File: src/rtl/spindle_pkg.sv
package spindle_pkg;

  typedef enum logic [1:0] {
    MODE_OFF   = 2'b00,
    MODE_START = 2'b01,
    MODE_STOP  = 2'b10,
    MODE_RUN   = 2'b11
  } mode_e;

  // strobes from control to datapath and modulator
  typedef struct packed {
    logic step;      // closed-loop update this clock
    logic clear;     // shutdown: clear state, outputs low
    logic fixedFwd;  // open-loop spin-up
    logic fixedRev;  // open-loop braking
    logic pdm;       // output format
  } strobe_t;

  localparam int INT_W   = 16;
  localparam int DUTY_W  = 8;
  localparam int FILL_LO = 118;
  localparam int FILL_HI = 128;

endpackage

File: src/rtl/spindle_ctl.sv
module spindle_ctl
  import spindle_pkg::*;
(
  input  logic       [1:0] cfgMode,
  input  logic             cfgPdm,
  input  logic             cfgAutoSw,
  input  logic             sampleValid,
  input  logic             ovfFlag,
  output strobe_t          strobe,
  output logic             sw1Open,
  output logic             sw2Open
);

  mode_e mode;
  logic  openReq;

  assign mode = mode_e'(cfgMode);

  always_comb begin
    strobe          = '0;
    strobe.pdm      = cfgPdm;
    unique case (mode)
      MODE_OFF:   strobe.clear    = 1'b1;
      MODE_START: strobe.fixedFwd = 1'b1;
      MODE_STOP:  strobe.fixedRev = 1'b1;
      MODE_RUN:   strobe.step     = sampleValid;
      default:    strobe.clear    = 1'b1;
    endcase
  end

  assign openReq = cfgAutoSw & ovfFlag;
  assign sw1Open = openReq;
  assign sw2Open = openReq;

endmodule

File: src/rtl/spindle_dp.sv
module spindle_dp
  import spindle_pkg::*;
#(
  parameter int FREQ_W = 8,
  parameter int FILL_W = 8,
  parameter int GAIN_W = 4,
  parameter int OUT_W  = 12,
  parameter int ISHIFT = 4
) (
  input  logic                    clk,
  input  logic                    rstN,
  input  strobe_t                 strobe,
  input  logic                    cfgFreqSel,
  input  logic [GAIN_W-1:0]       cfgKp,
  input  logic [GAIN_W-1:0]       cfgKi,
  input  logic [GAIN_W-1:0]       cfgKf,
  input  logic [FREQ_W-1:0]       cfgFreqSet,
  input  logic [FILL_W-1:0]       cfgFillSet,
  input  logic [FREQ_W-1:0]       freqA,
  input  logic [FREQ_W-1:0]       freqB,
  input  logic [FILL_W-1:0]       fillLevel,
  output logic signed [INT_W-1:0] integ,
  output logic signed [OUT_W-1:0] drive,
  output logic                    ovfFlag
);

  localparam int CW    = 32;
  localparam int I_LIM = (1 << (INT_W - 1)) - 1;
  localparam int O_LIM = (1 << (OUT_W - 1)) - 1;

  logic [FREQ_W-1:0]   measSel;
  logic signed [CW-1:0] err, posErr, fillTgt, fillReq;
  logic signed [CW-1:0] iSum, iNext, uSum, uNext;
  logic                 iSat, uSat;

  assign measSel = cfgFreqSel ? freqB : freqA;

  always_comb begin
    err     = $signed(CW'(cfgFreqSet)) - $signed(CW'(measSel));
    fillReq = $signed(CW'(cfgFillSet));
    if (fillReq < FILL_LO)      fillTgt = FILL_LO;
    else if (fillReq > FILL_HI) fillTgt = FILL_HI;
    else                        fillTgt = fillReq;
    posErr  = $signed(CW'(fillLevel)) - fillTgt;

    iSum = CW'(integ) + $signed(CW'(cfgKi)) * err;
    iSat = (iSum > I_LIM) || (iSum < -I_LIM);
    if (iSum > I_LIM)       iNext = I_LIM;
    else if (iSum < -I_LIM) iNext = -I_LIM;
    else                    iNext = iSum;

    uSum = $signed(CW'(cfgKp)) * err + (iNext >>> ISHIFT)
         + $signed(CW'(cfgKf)) * posErr;
    uSat = (uSum > O_LIM) || (uSum < -O_LIM);
    if (uSum > O_LIM)       uNext = O_LIM;
    else if (uSum < -O_LIM) uNext = -O_LIM;
    else                    uNext = uSum;
  end

  always_ff @(posedge clk or negedge rstN) begin
    if (!rstN) begin
      integ   <= '0;
      drive   <= '0;
      ovfFlag <= 1'b0;
    end else if (strobe.clear) begin
      integ   <= '0;
      drive   <= '0;
      ovfFlag <= 1'b0;
    end else if (strobe.fixedFwd || strobe.fixedRev) begin
      ovfFlag <= 1'b0;
    end else if (strobe.step) begin
      integ   <= iNext[INT_W-1:0];
      drive   <= uNext[OUT_W-1:0];
      ovfFlag <= iSat | uSat;
    end
  end

endmodule

File: src/rtl/spindle_mod.sv
module spindle_mod
  import spindle_pkg::*;
#(
  parameter int OUT_W      = 12,
  parameter int START_DUTY = 200,
  parameter int STOP_DUTY  = 64
) (
  input  logic                    clk,
  input  logic                    rstN,
  input  strobe_t                 strobe,
  input  logic signed [OUT_W-1:0] drive,
  output logic                    motorFwd,
  output logic                    motorRev
);

  logic [OUT_W-1:0]  mag;
  logic [DUTY_W-1:0] loopDuty, dutySel, phase, acc;
  logic [DUTY_W:0]   accSum;
  logic              onFwd, onRev, pwmBit, modBit;

  assign mag      = drive[OUT_W-1] ? OUT_W'(-drive) : OUT_W'(drive);
  assign loopDuty = mag[OUT_W-2 -: DUTY_W];

  always_comb begin
    dutySel = '0;
    onFwd   = 1'b0;
    onRev   = 1'b0;
    if (strobe.fixedFwd) begin
      dutySel = DUTY_W'(START_DUTY);
      onFwd   = 1'b1;
    end else if (strobe.fixedRev) begin
      dutySel = DUTY_W'(STOP_DUTY);
      onRev   = 1'b1;
    end else if (!strobe.clear) begin
      dutySel = loopDuty;
      onFwd   = ~drive[OUT_W-1];
      onRev   = drive[OUT_W-1];
    end
  end

  assign accSum = {1'b0, acc} + {1'b0, dutySel};
  assign pwmBit = phase < dutySel;
  assign modBit = strobe.pdm ? accSum[DUTY_W] : pwmBit;

  always_ff @(posedge clk or negedge rstN) begin
    if (!rstN) begin
      phase    <= '0;
      acc      <= '0;
      motorFwd <= 1'b0;
      motorRev <= 1'b0;
    end else begin
      phase    <= phase + 1'b1;
      acc      <= accSum[DUTY_W-1:0];
      motorFwd <= onFwd & modBit;
      motorRev <= onRev & modBit;
    end
  end

endmodule

File: src/rtl/spindle_pi_ctrl.sv
module spindle_pi_ctrl
  import spindle_pkg::*;
#(
  parameter int FREQ_W     = 8,
  parameter int FILL_W     = 8,
  parameter int GAIN_W     = 4,
  parameter int OUT_W      = 12,
  parameter int ISHIFT     = 4,
  parameter int START_DUTY = 200,
  parameter int STOP_DUTY  = 64
) (
  input  logic              clk,
  input  logic              rstN,
  input  logic [1:0]        cfgMode,
  input  logic              cfgPdm,
  input  logic              cfgAutoSw,
  input  logic              cfgFreqSel,
  input  logic [GAIN_W-1:0] cfgKp,
  input  logic [GAIN_W-1:0] cfgKi,
  input  logic [GAIN_W-1:0] cfgKf,
  input  logic [FREQ_W-1:0] cfgFreqSet,
  input  logic [FILL_W-1:0] cfgFillSet,
  input  logic [FREQ_W-1:0] freqA,
  input  logic [FREQ_W-1:0] freqB,
  input  logic [FILL_W-1:0] fillLevel,
  input  logic              sampleValid,
  output logic              motorFwd,
  output logic              motorRev,
  output logic [7:0]        integLo,
  output logic [7:0]        integHi,
  output logic              ovfFlag,
  output logic              sw1Open,
  output logic              sw2Open
);

  strobe_t                 strobe;
  logic signed [INT_W-1:0] integ;
  logic signed [OUT_W-1:0] drive;

  spindle_ctl u_ctl (
    .cfgMode(cfgMode), .cfgPdm(cfgPdm), .cfgAutoSw(cfgAutoSw),
    .sampleValid(sampleValid), .ovfFlag(ovfFlag), .strobe(strobe),
    .sw1Open(sw1Open), .sw2Open(sw2Open)
  );

  spindle_dp #(
    .FREQ_W(FREQ_W), .FILL_W(FILL_W), .GAIN_W(GAIN_W),
    .OUT_W(OUT_W), .ISHIFT(ISHIFT)
  ) u_dp (
    .clk(clk), .rstN(rstN), .strobe(strobe), .cfgFreqSel(cfgFreqSel),
    .cfgKp(cfgKp), .cfgKi(cfgKi), .cfgKf(cfgKf),
    .cfgFreqSet(cfgFreqSet), .cfgFillSet(cfgFillSet),
    .freqA(freqA), .freqB(freqB), .fillLevel(fillLevel),
    .integ(integ), .drive(drive), .ovfFlag(ovfFlag)
  );

  spindle_mod #(
    .OUT_W(OUT_W), .START_DUTY(START_DUTY), .STOP_DUTY(STOP_DUTY)
  ) u_mod (
    .clk(clk), .rstN(rstN), .strobe(strobe), .drive(drive),
    .motorFwd(motorFwd), .motorRev(motorRev)
  );

  assign integLo = integ[7:0];
  assign integHi = integ[15:8];

endmodule

File: config.mk
export PLATFORM = sky130hd
export DESIGN_NAME = spindle_pi_ctrl
export DESIGN_NICKNAME = d
export VERILOG_FILES = /design/src/rtl/spindle_pkg.sv /design/src/rtl/spindle_ctl.sv /design/src/rtl/spindle_dp.sv /design/src/rtl/spindle_mod.sv /design/src/rtl/spindle_pi_ctrl.sv
export SDC_FILE = /design/constraint.sdc
export NUM_CORES = 1
export LEC_CHECK = 0
export BUFFER_PORTS_ARGS = -buffer_cell sky130_fd_sc_hd__buf_2
export CORE_AREA = 2 2 137 139
export DETAILED_ROUTE_END_ITERATION = 6
export DIE_AREA = 0 0 139 141
export PLACE_DENSITY = 0.84
export SLEW_MARGIN = 20
export SYNTH_ARGS = -nofsm -noshare
export SYNTH_HDL_FRONTEND = slang
export SYNTH_HIERARCHICAL = 1
export SYNTH_SLANG_ARGS = --single-unit
File: constraint.sdc
create_clock -name clk -period 23.7 [get_ports clk]
set_input_delay 1.185 -clock clk [delete_from_list [all_inputs] [get_ports clk]]
set_output_delay 1.185 -clock clk [all_outputs]
set_load 0.1 [all_outputs]
# Word-level counts from Yosys, hierarchy flattened

Cells that the tools add are included.

Add/subtract/negate cells: 8
Multipliers: 3
Reduce and logical (&&, ||, !) cells: 7
Magnitude comparators: 7
Eq/ne operators: 4
Bitwise logic cells: 5
Multiplexer cells: 31

Operator list:

| operator                                                                          | number |
|---|---|
| 5-bit by 32-bit multiplier with 32-bit output                                     | 3 |
| 32-bit 2-to-1 mux                                                                 | 2 |
| 12-bit 2-to-1 mux                                                                 | 5 |
| 16-bit 2-to-1 mux                                                                 | 3 |
| 8-bit 2-to-1 mux                                                                  | 6 |
| 16-bit by 32-bit adder with 32-bit output                                         | 1 |
| 32-bit by 28-bit adder with 32-bit output                                         | 1 |
| 32-bit adder                                                                      | 1 |
| 32-bit by 12-bit greater-than comparator with 1-bit output, second input constant | 1 |
| 32-bit by 16-bit greater-than comparator with 1-bit output, second input constant | 1 |
| 32-bit by 12-bit less-than comparator with 1-bit output, second input constant    | 1 |
| 32-bit by 16-bit less-than comparator with 1-bit output, second input constant    | 1 |
| 8-bit by 8-bit subtractor with 9-bit output                                       | 2 |
| 1-bit 2-to-1 mux                                                                  | 14 |
| 11-bit 2-to-1 mux                                                                 | 1 |
| 11-bit negator                                                                    | 1 |
| 8-bit by 8-bit adder with 9-bit output                                            | 1 |
| 8-bit by 1-bit adder with 8-bit output, second input constant                     | 1 |
| 8-bit greater-than comparator, second input constant                              | 1 |
| 8-bit by 7-bit less-than comparator with 1-bit output, second input constant      | 1 |
| 8-bit less-than comparator                                                        | 1 |
| 2-bit equality test, second input constant                                        | 2 |
| 1-bit AND                                                                         | 3 |
| 1-bit logical OR                                                                  | 3 |
| 8 further kinds                                                                   | 8 |

Output and inout port bits: 21
Bits of input ports: 60
Word-level logic and storage cells: 72
Register bits: 47

# Depth between registers and ports, before layout

Word-level depth: 15
Gate-level depth with buffers: 46
Mapped depth without buffers: 45

# Cells and area by module

The synthesis kept the hierarchy.

Modules (own cells, without submodules):

| module      | sequential area each (sq um) | area an instance (sq um) | times used | cells an instance |
|---|---|---|---|---|
| spindle_dp  | 725.7                        | 10147.2                  | 1          | 1190 |
| spindle_mod | 450.4                        | 1367.6                   | 1          | 139 |
| spindle_ctl | 0.0                          | 47.5                     | 1          | 7 |

# Worst setup path after synthesis

Ideal clock, no wire load.

Path kind: input -> register
From: input cfgFreqSel
To: register u_dp.drive[10]
Required time: 23574 ps
Slack: 11581 ps
Arrival time: 11993 ps
Stages: 41
Cell sequence: clkbuf_1 -> mux2_2 -> ha_1 -> fa_1 -> o21ai_0 -> a21o_1 -> a21o_1 -> a21o_1 -> a21oi_1 -> and2_1 -> fa_1 -> fa_1 -> inv_1 -> fa_1 -> inv_1 -> ha_1 -> or3_1 -> o311ai_1 -> [... 5 more ...] -> ha_1 -> clkbuf_1 -> o21ai_0 -> fa_1 -> inv_1 -> fa_1 -> fa_1 -> inv_1 -> ha_1 -> and4_4 -> a21o_1 -> a311oi_4 -> o21ai_2 -> or3b_1 -> a221o_1 -> or4_4 -> o21ba_1 -> a221o_1

Word-level cells in the longest chain between the ends: 15

Ends and longest elaborated chain:

| what                                                    | line                  | RTL |
|---|---|---|
| start, declared                                         | spindle_pi_ctrl.sv:17 | `input logic cfgFreqSel,` |
| 8-bit 2-to-1 mux *                                      | spindle_dp.sv:36      | `assign measSel = cfgFreqSel ? freqB : freqA;` |
| 8-bit by 8-bit subtractor with 9-bit output *           | spindle_dp.sv:39      | `err = $signed(CW'(cfgFreqSet)) - $signed(CW'(measSel));` |
| 5-bit by 32-bit multiplier with 32-bit output           | spindle_dp.sv:46      | `iSum = CW'(integ) + $signed(CW'(cfgKi)) * err;` |
| 16-bit by 32-bit adder with 32-bit output               | spindle_dp.sv:46      |  |
| 32-bit by 16-bit less-than comparator with 1-bit output | spindle_dp.sv:49      | `else if (iSum < -I_LIM) iNext = -I_LIM;` |
| 32-bit 2-to-1 mux                                       | spindle_dp.sv:49      |  |
| 32-bit 2-to-1 mux                                       | spindle_dp.sv:48      | `if (iSum > I_LIM) iNext = I_LIM;` |
| 32-bit by 28-bit adder with 32-bit output *             | spindle_dp.sv:52      | `uSum = $signed(CW'(cfgKp)) * err + (iNext >>> ISHIFT)` |
| 32-bit adder *                                          | spindle_dp.sv:53      | `+ $signed(CW'(cfgKf)) * posErr;` |
| 32-bit by 12-bit less-than comparator with 1-bit output | spindle_dp.sv:56      | `else if (uSum < -O_LIM) uNext = -O_LIM;` |
| 12-bit 2-to-1 mux                                       | spindle_dp.sv:56      |  |
| 12-bit 2-to-1 mux *                                     | spindle_dp.sv:55      | `if (uSum > O_LIM) uNext = O_LIM;` |
| 12-bit 2-to-1 mux *                                     | spindle_dp.sv:71      | `end else if (strobe.step) begin` |
| 12-bit 2-to-1 mux *                                     | spindle_dp.sv:69      | `end else if (strobe.fixedFwd \|\| strobe.fixedRev) begin` |
| 12-bit 2-to-1 mux *                                     | spindle_dp.sv:65      | `end else if (strobe.clear) begin` |
| end signal, assigned                                    | spindle_dp.sv:73      | `drive <= uNext[OUT_W-1:0];` |
| end, declared                                           | spindle_dp.sv:23      | `output logic signed [OUT_W-1:0] drive,` |

Every way passes the cells marked *; elsewhere a longest branch is shown, timed or not. The select of a mux whose other input is x is not followed.
A chain may end at the register's enable or synchronous reset.

# Final worst setup path

From: input cfgFreqSel
To: register u_dp.drive[9]

Same word-level chain as after synthesis.

==> flow_metrics.env <==
export IMPL_synthFlopType="dfrtp_1"
export IMPL_synth_top_area_frac=0.280
export IMPL_met2_usage=0.528
export IMPL_r2r_setup_slack_ns=13.69
export IMPL_clk_latency_ns=0.29
export IMPL_timing_rr_end="u_dp/drive[9]"
export IMPL_htreeDepth=2
export IMPL_ys_async_sr_fraction=1.00
export IMPL_slowest_stage="a21oi_1"
export IMPL_dieArea_sq_um=19600
export IMPL_synthCells=1336
export IMPL_slew_viol_final=0
export IMPL_fin_crit_ns=13.07
export IMPL_viasPerCell=5.82
export IMPL_grt_setup_unrepaired="no"
export IMPL_grt_pass1_vias=9891
export IMPL_ys_ff_latch=47
export IMPL_cts_buffers=5
export IMPL_grt_pass1_wl_um=46000
export IMPL_status="complete, no violations"
export IMPL_gr_total_overflow=0
export IMPL_grt_max_degree=48
export IMPL_setup_worst_path_end_class="flip-flop"
export IMPL_rows=50
export IMPL_fillers=1490
export IMPL_ioPinCount=81
export IMPL_final_cell_mix="inv_1 (291), fa_1 (162), ha_1 (134), and2_1 (93)"
export IMPL_drc=0
export IMPL_antenna_found_initial=0
export IMPL_clk_pin_slew_ns=0.06
export IMPL_reg2reg_depth=32
export IMPL_post_cts_buffers=0
export IMPL_synth_top_area_cell="fa_1"
export IMPL_startpoint="cfgFreqSel"
export IMPL_core_area_sq_um=18300
export IMPL_syn_num_nets=1692
export IMPL_cts_tree="yes"
export IMPL_start_util=0.633
export IMPL_fin_crit_sh=0.551
export IMPL_grt_busiest_layer="met2"
export IMPL_place_congestion=0.988
export IMPL_hold_buffers=0
export IMPL_tightest_slew_ns=0.863
export IMPL_cp_slowest_stage_delay_ns=0.65
export IMPL_path_common_cell="fa_1"
export IMPL_synthTopCellsByArea="fa_1 (28%), ha_1 (15%), dfrtp_1 (10%)"
export IMPL_seq_area_frac_synth=0.102
export IMPL_synth_enable_flop_cells=0
export IMPL_cp_buffers_inverters=5
export IMPL_critical_path_top_delay_family="compound AO/OA/AOI/OAI gates"
export IMPL_ant_nets=0
export IMPL_use_met1=0.354
export IMPL_crit_arrival_ns=13.24
export IMPL_fin_nets=1746
export IMPL_r2r_start="u_dp/integ[4]"
export IMPL_fp_dieH_um=141
export IMPL_grtUsageMet3=0.0217
export IMPL_layout_drive_gt1_share=0.0812
export IMPL_max_cap_violations=0
export IMPL_cp_required_ns=23.87
export IMPL_criticalPathCategory="in -> reg"
export IMPL_area_growth_pct=6.31
export IMPL_hpwlAfterDp_um=22600
export IMPL_n_antenna_cell=0
export IMPL_fmax_mhz=76.5
export IMPL_grtUsageTotal=0.284
export IMPL_relSlewSlack=0.421
export IMPL_cp_start_kind="primary input"
export IMPL_wl_per_cell_um=16.3
export IMPL_cp_max_fo=15
export IMPL_wl_um=26400
export IMPL_clockBufferDepth=2
export IMPL_cp_depth=40
export IMPL_avgSynthCellArea_sq_um=8.65
export IMPL_synthDistinctLibCells=77
export IMPL_hold_viol=0
export IMPL_dr_pass1_iters=7
export IMPL_setup_viol=0
export IMPL_tns_ns=0
export IMPL_die_w_um=139
export IMPL_yosys_warnings=6
export IMPL_cts_root_buf="clkbuf_16"
export IMPL_cts_resized=0
export IMPL_syn_area_sq_um=11600
export IMPL_dr_total_vias=9454
export IMPL_port_buffers=80
export IMPL_final_common_cell="inv_1"
export IMPL_drt_iter0_markers=571
export IMPL_cts_sinks=47
export IMPL_finClkSkew_ns=0.00827
export IMPL_hp_class="reg -> reg"
export IMPL_endpoint="u_dp/drive[9]"
==> worst min-delay path by stage <==
stage | startpoint | to | cells past startpoint | slack, ns
after floorplan | u_dp/drive[11] | u_dp/drive[11] | 2 | 0.45
after global placement | u_mod/acc[0] | u_mod/acc[0] | 1 | 0.46
after detailed placement | u_mod/acc[0] | u_mod/acc[0] | 1 | 0.49
after global routing | u_mod/acc[0] | u_mod/acc[0] | 1 | 0.52
final | u_mod/acc[0] | u_mod/acc[0] | 1 | 0.50
after CTS | u_mod/phase[7] | u_mod/phase[7] | 1 | 0.50
==> final cells by class <==
type                    count  area, sq um  area share
inverters                 291         1090      0.0889
well taps                 234          293      0.0238
clock inverters             2         16.3     0.00132
flip-flops and latches     47         1180      0.0957
repair buffers             84          433      0.0352
multi-input cells         961         9140       0.744
clock buffers               6          139      0.0113
==> flip-flops by register name (all words and copies together), names as in the netlist <==
signal,flops
u_dp/drive,12
u_dp/integ,16
u_dp/ovfFlag,1
u_mod/acc,8
u_mod/motorFwd,1
u_mod/motorRev,1
u_mod/phase,8
==> through the flow <==
| stage | hold slack [ns] | utilization | setup WS, ns | instance area (sq um) | instances |
|---|---|---|---|---|---|
| finish | 0.495 | 0.673 | 10.63 | 12300 | 1625 |
| global route | 0.517 | 0.673 | 9.80 | 12300 | 1625 |
| CTS | 0.503 | 0.673 | 10.75 | 12300 | 1625 |
| detailed placement | 0.489 | 0.664 | 10.48 | 12100 | 1617 |
| global placement | 0.464 | 0.664 | 10.79 | 12100 | 1617 |
| floorplan | 0.448 | - | 11.58 | 11600 | 1336 |
==> synthesized netlist by cell type, types with 11 or more instances <==
master and number:
clkbuf_1 32, and2_1 93, nand2_1 79, a21o_1 27, ha_1 134, o21ai_0 42
xnor2_1 32, nor2_1 40, nand2b_1 13, a211oi_1 11, nor2b_1 26, nor3_1 14
o21ai_1 20, inv_1 291, xor2_1 23, fa_1 162, a21oi_1 61, o21a_1 19
nand3_1 17, dfrtp_1 47, nand4_1 11
==> kinds of logic after synthesis <==
group / after synthesis / synth area share
DFF: 47 / 0.102
and+or+nand+nor: 327 / 0.151
muxes: 10 / 0.00887
buffers and inverters: 328 / 0.108
AOI/OAI and AO/OA: 273 / 0.163
xor gates and xnor gates: 55 / 0.0417
adders and majority gates: 296 / 0.425
==> worst reg2reg max path, delay by kind of cell, from the launching register on <==
| kind | cells | cell delay [ns] |
|---|---|---|
| DFF | 1 | 0.43 |
| AOI/OAI and AO/OA | 12 | 3.51 |
| buffers and inverters | 4 | 0.22 |
| and+or+nand+nor | 7 | 1.62 |
| adders and majority gates | 9 | 4.12 |
==> per-layer routing <==
metal,vias up,share of wire
li1,4451,-
met1,4640,0.41
met2,283,0.52
met3,80,0.043
met4,0,0.028
met5,-,0
Power is left out: the tool's default activity adds up to more than one toggle a clock period on the data nets, which glitch-free logic cannot reach.
